`config.mk`:
```
export PLATFORM = sky130hd
export DESIGN_NAME = wcs_status_responder
export DESIGN_NICKNAME = d
export VERILOG_FILES = /design/src/rtl/wcs_pkg.sv /design/src/rtl/wcs_phase_fsm.sv /design/src/rtl/wcs_cycle_latch.sv /design/src/rtl/wcs_toggle_gen.sv /design/src/rtl/wcs_status_mux.sv /design/src/rtl/wcs_status_responder.sv
export SDC_FILE = /design/constraint.sdc
export NUM_CORES = 1
export LEC_CHECK = 0
export ABC_AREA = 1
export BUFFER_PORTS_ARGS = -buffer_cell sky130_fd_sc_hd__buf_2
export CAP_MARGIN = 10
export CORE_MARGIN = 2
export CORE_UTILIZATION = 31
export DETAILED_ROUTE_END_ITERATION = 10
export MAX_ROUTING_LAYER = met4
export PLACE_DENSITY_LB_ADDON = 0.05
export SLEW_MARGIN = 20
export SYNTH_ARGS = -nofsm -noshare
export SYNTH_HDL_FRONTEND = slang
export SYNTH_HIERARCHICAL = 1
export SYNTH_SLANG_ARGS = --single-unit
```
`constraint.sdc`:
```
create_clock -name clk_i -period 1.7 [get_ports clk_i]
set_clock_uncertainty 0.15 [all_clocks]
set_input_delay 0.085 -clock clk_i [delete_from_list [all_inputs] [get_ports clk_i]]
set_output_delay 0.085 -clock clk_i [all_outputs]
set_load 0.01 [all_outputs]
```
`src/rtl/wcs_pkg.sv`:
```
package wcs_pkg;
  typedef enum logic [1:0] {
    PH_IDLE   = 2'd0,
    PH_BUSY   = 2'd1,
    PH_SETTLE = 2'd2
  } phase_e;
endpackage

```
`src/rtl/wcs_phase_fsm.sv`:
```
module wcs_phase_fsm
  import wcs_pkg::*;
#(
  parameter int unsigned SETTLE_CYC = 50
) (
  input  logic   clk_i,
  input  logic   rst_ni,
  input  logic   start_i,
  input  logic   busy_i,
  output phase_e phase_o
);
  localparam int unsigned CW = $clog2(SETTLE_CYC + 1);

  phase_e        phase_q;
  logic [CW-1:0] cnt_q;

  always_ff @(posedge clk_i or negedge rst_ni) begin
    if (!rst_ni) begin
      phase_q <= PH_IDLE;
      cnt_q   <= '0;
    end else if (start_i) begin
      phase_q <= PH_BUSY;
      cnt_q   <= '0;
    end else begin
      unique case (phase_q)
        PH_BUSY: if (!busy_i) begin
          phase_q <= PH_SETTLE;
          cnt_q   <= CW'(SETTLE_CYC - 1);
        end
        PH_SETTLE: if (cnt_q == '0) phase_q <= PH_IDLE;
                   else             cnt_q   <= cnt_q - 1'b1;
        default: ;
      endcase
    end
  end

  assign phase_o = phase_q;
endmodule

```
`src/rtl/wcs_cycle_latch.sv`:
```
module wcs_cycle_latch #(
  parameter int unsigned DATA_W = 8
) (
  input  logic              clk_i,
  input  logic              rst_ni,
  input  logic              start_i,
  input  logic              erase_i,
  input  logic [DATA_W-1:0] byte_i,
  output logic              erase_o,
  output logic [DATA_W-1:0] byte_o
);
  always_ff @(posedge clk_i or negedge rst_ni) begin
    if (!rst_ni) begin
      erase_o <= 1'b0;
      byte_o  <= '0;
    end else if (start_i) begin
      erase_o <= erase_i;
      byte_o  <= byte_i;
    end
  end
endmodule

```
`src/rtl/wcs_toggle_gen.sv`:
```
module wcs_toggle_gen (
  input  logic clk_i,
  input  logic rst_ni,
  input  logic start_i,
  input  logic active_i,
  input  logic rd_i,
  output logic tog_o
);
  // start re-arms and wins over a coincident read
  always_ff @(posedge clk_i or negedge rst_ni) begin
    if (!rst_ni)               tog_o <= 1'b1;
    else if (start_i)          tog_o <= 1'b1;
    else if (active_i && rd_i) tog_o <= ~tog_o;
  end
endmodule

```
`src/rtl/wcs_status_mux.sv`:
```
module wcs_status_mux
  import wcs_pkg::*;
#(
  parameter int unsigned DATA_W     = 8,
  parameter int unsigned POLL_BIT   = 7,
  parameter int unsigned TOGGLE_BIT = 6
) (
  input  phase_e            phase_i,
  input  logic              erase_i,
  input  logic [DATA_W-1:0] held_i,
  input  logic              tog_i,
  input  logic [DATA_W-1:0] array_i,
  output logic [DATA_W-1:0] data_o
);
  logic in_busy, in_settle;
  assign in_busy   = (phase_i == PH_BUSY);
  assign in_settle = (phase_i == PH_SETTLE);

  for (genvar b = 0; b < DATA_W; b++) begin : g_bit
    if (b == POLL_BIT) begin : g_poll
      assign data_o[b] = in_busy   ? (erase_i ? 1'b0 : ~held_i[b]) :
                         in_settle ? (erase_i ? 1'b1 :  held_i[b]) :
                                     array_i[b];
    end else if (b == TOGGLE_BIT) begin : g_tog
      assign data_o[b] = in_busy   ? tog_i :
                         in_settle ? 1'b0  : array_i[b];
    end else begin : g_fill
      assign data_o[b] = (in_busy || in_settle) ? 1'b0 : array_i[b];
    end
  end
endmodule

```
`src/rtl/wcs_status_responder.sv`:
```
module wcs_status_responder
  import wcs_pkg::*;
#(
  parameter int unsigned DATA_W     = 8,
  parameter int unsigned POLL_BIT   = 7,
  parameter int unsigned TOGGLE_BIT = 6,
  parameter int unsigned SETTLE_CYC = 50
) (
  input  logic              clk_i,
  input  logic              rst_ni,
  input  logic              cycle_start_i,
  input  logic              cycle_erase_i,
  input  logic              busy_i,
  input  logic [DATA_W-1:0] last_byte_i,
  input  logic              rd_strobe_i,
  input  logic [DATA_W-1:0] array_data_i,
  output logic [DATA_W-1:0] rd_data_o,
  output logic              status_o,
  output logic              settle_o
);
  phase_e            phase;
  logic              erase_q;
  logic [DATA_W-1:0] held_q;
  logic              tog_q;

  wcs_phase_fsm #(.SETTLE_CYC(SETTLE_CYC)) u_fsm (
    .clk_i   (clk_i),
    .rst_ni  (rst_ni),
    .start_i (cycle_start_i),
    .busy_i  (busy_i),
    .phase_o (phase)
  );

  wcs_cycle_latch #(.DATA_W(DATA_W)) u_latch (
    .clk_i   (clk_i),
    .rst_ni  (rst_ni),
    .start_i (cycle_start_i),
    .erase_i (cycle_erase_i),
    .byte_i  (last_byte_i),
    .erase_o (erase_q),
    .byte_o  (held_q)
  );

  wcs_toggle_gen u_tog (
    .clk_i    (clk_i),
    .rst_ni   (rst_ni),
    .start_i  (cycle_start_i),
    .active_i (phase == PH_BUSY),
    .rd_i     (rd_strobe_i),
    .tog_o    (tog_q)
  );

  wcs_status_mux #(
    .DATA_W     (DATA_W),
    .POLL_BIT   (POLL_BIT),
    .TOGGLE_BIT (TOGGLE_BIT)
  ) u_mux (
    .phase_i (phase),
    .erase_i (erase_q),
    .held_i  (held_q),
    .tog_i   (tog_q),
    .array_i (array_data_i),
    .data_o  (rd_data_o)
  );

  assign status_o = (phase != PH_IDLE);
  assign settle_o = (phase == PH_SETTLE);
endmodule

```
==> flow_summary.ini, run 1 <==
[outcome]
status = finished clean

[global_route]
grt_antenna_before_repair = 0
grt-ovfl-total = 0
grt_max_degree = 12
grt_pass1_vias = 704
grt_pass1_wl_um = 2970
grtUsageTotal_pct = 14.7

[detailed_routing]
num_vias = 801
via_per_inst = 4.28
drc = 0
wl_per_cell_um = 9.75
dr.pass1.iters = 3
drt-total-wl_um = 1820
ant_nets = 0
drt-initial-drc-count = 13

[layout]
fin_nets = 184
drive_gt1_share_pct = 25.5
syn_to_final_growth_pct = 34.8
fillers = 255
instances_no_fill = 187
seqCellArea_um2 = 278
multi_input_area_um2 = 420
post-route-util_pct = 43.7
antennaDiodeCount = 0

[clock_tree]
htreeDepth = 1
cts_made_buffers = 3
clk_path_buf_depth = 2
clock_latency_ns = 0.27
clk_pin_slew_ns = 0.06
cts_tree = done
cts-root-buf = clkbuf_4
clkSinkCount = 11

[floorplanning]
start_util_pct = 32.4
fp.dieW_um = 54.4
dieArea_um2 = 2960
io_pins = 32
core-area_um2 = 2430
rows = 18
die_h_um = 54.4

[timing]
finalHoldViolations = 0
max_freq_mhz = 626
slew_violations = 0
rsz0062_at_grt = yes
slew_headroom_pct = 81.4
tns_ns = 0
finalCritPeriodShare_pct = 93.9
setup-violations-final = 0
fin_crit_ns = 1.60
worstMarginPinSlew_ns = 0.280

[critical_path]
arrival_ns = 1.36
worstPathRequired_ns = 1.46
path_max_fanout = 6
crit_type = reg2out
crit_start = u_fsm/phase_o[1]
setup.reg_to_reg.worst_slack_ns = 0.13
reg2reg_depth = 5
r2r_end = u_tog/tog_o
cp-start-kind = register
end_kind = output pin
timing.rr.start = u_fsm/phase_o[1]

[power_and_ir_drop]
leakage_nw = 0.646
combPwrFrac_pct = 36.2
p_switching_uw = 272
finalPower_uw = 772
p_int_uw = 500
p_sw_share_pct = 35.3
vdd_ir_drop_max_mv = 0.398
power.share.clock_pct = 22.9
seqPwrFrac_pct = 40.9
powerDensity_nw_per_um2 = 727

[logic_synthesis]
syn_nets = 146
syn_area_um2 = 788
ys_warn_count = 6
syn_avg_cell_area_um2 = 6.57
synth_cells = 120

[worst_hold_path]
hold_path.class = in2async

[flow_run]
maxCapViolations = 0

[place]
place.gp.congestion = 0.756
portBuffers = 24
hpwl_um = 1360
place_inst = 173
==> flip-flops by register name, summed over array words and instances (netlist names) <==
name / flops
u_latch/erase_o: 1
u_tog/tog_o: 1
u_fsm/phase_o: 2
u_latch/byte_o: 1
u_fsm/cnt_q: 6
==> worst max path at each step <==
stage	endpoint	slack [ns]	depth (start not counted)
final	rd_data_o[3]	0.10	4
after global routing	rd_data_o[4]	-0.006	4
after CTS	rd_data_o[5]	0.0008	5
after detailed placement	u_fsm/cnt_q[0]	0.22	8
after global placement	u_fsm/cnt_q[0]	0.23	8
after floorplan	rd_data_o[6]	0.35	5
==> layer usage <==
metal | track usage (%) | part of all wire [%]
met3 | 5.74 | 4.4
met5 | - | 0
met2 | 22.7 | 44
met1 | 17.5 | 50
met4 | 5.00 | 1.5
==> placed cells by master, fill, tap and decap left out, drive strengths merged <==
master	n
clkbuf	4
nand2	54
buf	25
dfrtp	10
ha	4
dlygate4sd3	9
or2	1
nand4	2
nor2	12
xor2	1
inv	22
nor3	1
o21ai	2
nand3	9
dfstp	1
==> final cells by class <==
type	instances	share of cell area, %
inverters	22	7.77
repair buffers	34	20.5
well taps	30	3.53
flip-flops and latches	11	26.1
multi-input cells	86	39.6
clock buffers	4	2.47
==> critical path, stage by stage (launching register included) <==
cell and delay, ns:
dfrtp_1 0.45, ha_2 0.41, nand2_1 0.06, inv_1 0.05, buf_2 0.12
==> repair_timing <==
item	4_1_cts	5_1_grt
endpoints found under the setup margin	8	9
setup buffers	0	1
gates cloned	0	0
hold buffers	9	0
gates resized for setup	1	1
endpoints found under the hold margin	16	0
==> power by group through the flow <==
stage / Sequential, mW / Combinational, mW / Clock, mW
after global placement: 0.322 / 0.252 / 0
after global routing: 0.320 / 0.321 / 0.203
after CTS: 0.317 / 0.274 / 0.191
after detailed placement: 0.322 / 0.256 / 0
final: 0.316 / 0.279 / 0.177
after floorplan: 0.315 / 0.177 / 0
==> stage by stage <==
stage | setup WS [ns] | cell area, um2 | hold slack [ns]
3_5_place_dp | 0.219 | 935 | -0.166
5_1_grt | -0.00620 | 1060 | 0.107
4_1_cts | 0.000781 | 1050 | 0.0614
3_3_place_gp | 0.231 | 935 | -0.172
6_report | 0.103 | 1060 | 0.0765
2_1_floorplan | 0.350 | 788 | -0.361
Power figures use the tool's default switching activity.
==> inputs of run 2 (changes only) <==
Settings changed: CELL_PAD_IN_SITES_DETAIL_PLACEMENT from default to 1, CELL_PAD_IN_SITES_GLOBAL_PLACEMENT from default to 1, MAX_ROUTING_LAYER met4 to default.
==> run 2 against run 1 <==
Net effect: cell area shrank 1.5%; non-clock buffer count shrank 2; global-route usage grew 1.2 points; sequential power is essentially flat; combinational power is essentially flat; critical endpoint is now rd_data_o[4]; largest power group unchanged.
==> flow_summary.ini, run 2 (synthesized netlist as in run 1, its figures left out) <==
[timing]
finalHoldViolations = 0
slew_headroom_pct = 82.1
tns_ns = 0
worstMarginPinSlew_ns = 0.267
slew_violations = 0
finalCritPeriodShare_pct = 93.3
fin_crit_ns = 1.59
rsz0062_at_grt = no
setup-violations-final = 0
max_freq_mhz = 630

[power_and_ir_drop]
leakage_nw = 0.637
powerDensity_nw_per_um2 = 741
finalPower_uw = 775
vdd_ir_drop_max_mv = 0.525

[place]
portBuffers = 24
hpwl_um = 1490
place.gp.congestion = 0.725

[global_route]
grt-ovfl-total = 0
grt_max_degree = 12
grt_pass1_vias = 797
grt_pass1_wl_um = 3400
grtUsageTotal_pct = 15.9
grt_antenna_before_repair = 0

[clock_tree]
clock_latency_ns = 0.27
clk_path_buf_depth = 2
cts_tree = done
clk_pin_slew_ns = 0.07
htreeDepth = 1
cts-root-buf = clkbuf_4
clkSinkCount = 11
cts_made_buffers = 3

[worst_hold_path]
hold_depth = 3
hold-path-endpoint = u_latch/erase_o
min_from = cycle_start_i
hold_path.class = in2reg

[layout]
syn_to_final_growth_pct = 32.7
drive_gt1_share_pct = 28.4
final_common_cell = nand2_1
final_cell_mix = nand2_1, buf_2, inv_1, nand3_1
multi_input_area_um2 = 423
seqCellArea_um2 = 279
antennaDiodeCount = 0
largest-register = u_fsm/cnt_q
fillers = 336
fin_nets = 182
largest_reg_flops = 6

[detailed_routing]
via_per_inst = 4.46
drt-initial-drc-count = 9
ant_nets = 0
num_vias = 825
wl_per_cell_um = 10.1
dr.pass1.iters = 4
drc = 0
drt-total-wl_um = 1870

[floorplanning]
start_util_pct = 32.4
dieArea_um2 = 2960
io_pins = 32
die_h_um = 54.4
core-area_um2 = 2430
fp.dieW_um = 54.4
rows = 18

[critical_path]
cp-start-kind = register
r2r_end = u_tog/tog_o
timing.rr.start = u_fsm/phase_o[0]
end_kind = output pin
path_max_fanout = 6
setup.reg_to_reg.worst_slack_ns = 0.13
crit_type = reg2out
arrival_ns = 1.35
reg2reg_depth = 6
worstPathRequired_ns = 1.46

[outcome]
status = finished clean

[flow_run]
maxCapViolations = 0
==> run 2: cell count changes in the layout (fill, tap and decap cells not counted), sizes merged <==
cell	before	now
dlygate4sd3	9	7
==> run 2: metal layers <==
layer	up-vias	GRT usage, %	share of wire, %
met5	-	0	0
li1	427	-	-
met4	0	2.50	0
met1	388	20.0	46
met2	10	27.1	51
met3	0	4.92	3.3
==> run 2: worst max path at each step <==
stage                                start        endpoint  slack (ns)
after floorplan           u_fsm/phase_o[0]    rd_data_o[6]        0.35
after global placement      u_fsm/cnt_q[0]  u_fsm/cnt_q[0]        0.24
after detailed placement  u_fsm/phase_o[0]    rd_data_o[5]        0.22
after CTS                 u_fsm/phase_o[0]    rd_data_o[4]       0.005
after global routing      u_fsm/phase_o[1]    rd_data_o[4]       0.006
final                     u_fsm/phase_o[1]    rd_data_o[4]        0.11
==> run 2: cell type report <==
cell class	count	share of cell area [%]
sequential	11	26.7
multi-input combinational	86	40.4
tap	30	3.59
inverter	22	7.89
timing repair buffer	32	18.9
clock buffer	4	2.51
==> run 2: timing repair <==
action / in CTS / in global routing
resized for setup: 1 / 5
buffers inserted: 0 / 1
cloned: 0 / 0
endpoints found under the setup margin: 8 / 10
hold buffers: 7 / 0
hold endpoints to repair: 15 / 0
==> run 2: where the power goes <==
| group | total [mW] | switching [mW] | leakage [nW] | internal [mW] |
|---|---|---|---|---|
| combinational | 0.277 | 0.160 | 0.484 | 0.118 |
| clock | 0.182 | 0.0909 | 0.0150 | 0.0909 |
| sequential | 0.316 | 0.0272 | 0.138 | 0.289 |
| total | 0.775 | 0.278 | 0.637 | 0.498 |
==> run 2: worst max-delay path, cell delays in order (launching register included) <==
cell,delay [ns]
dfrtp_2,0.45
ha_2,0.39
nand2_1,0.07
inv_1,0.05
buf_2,0.12
==> run 2: metrics by stage <==
step	hold slack [ns]	std cells	area [um2]	utilization (%)	setup WS, ns
final	0.00991	185	1050	43.0	0.114
after global routing	0.0165	185	1050	43.0	0.00564
after CTS	0.00234	184	1030	42.4	0.00521
after detailed placement	-0.171	173	935	38.4	0.220
after global placement	-0.178	173	935	38.4	0.238
after floorplan	-0.361	120	788	-	0.350
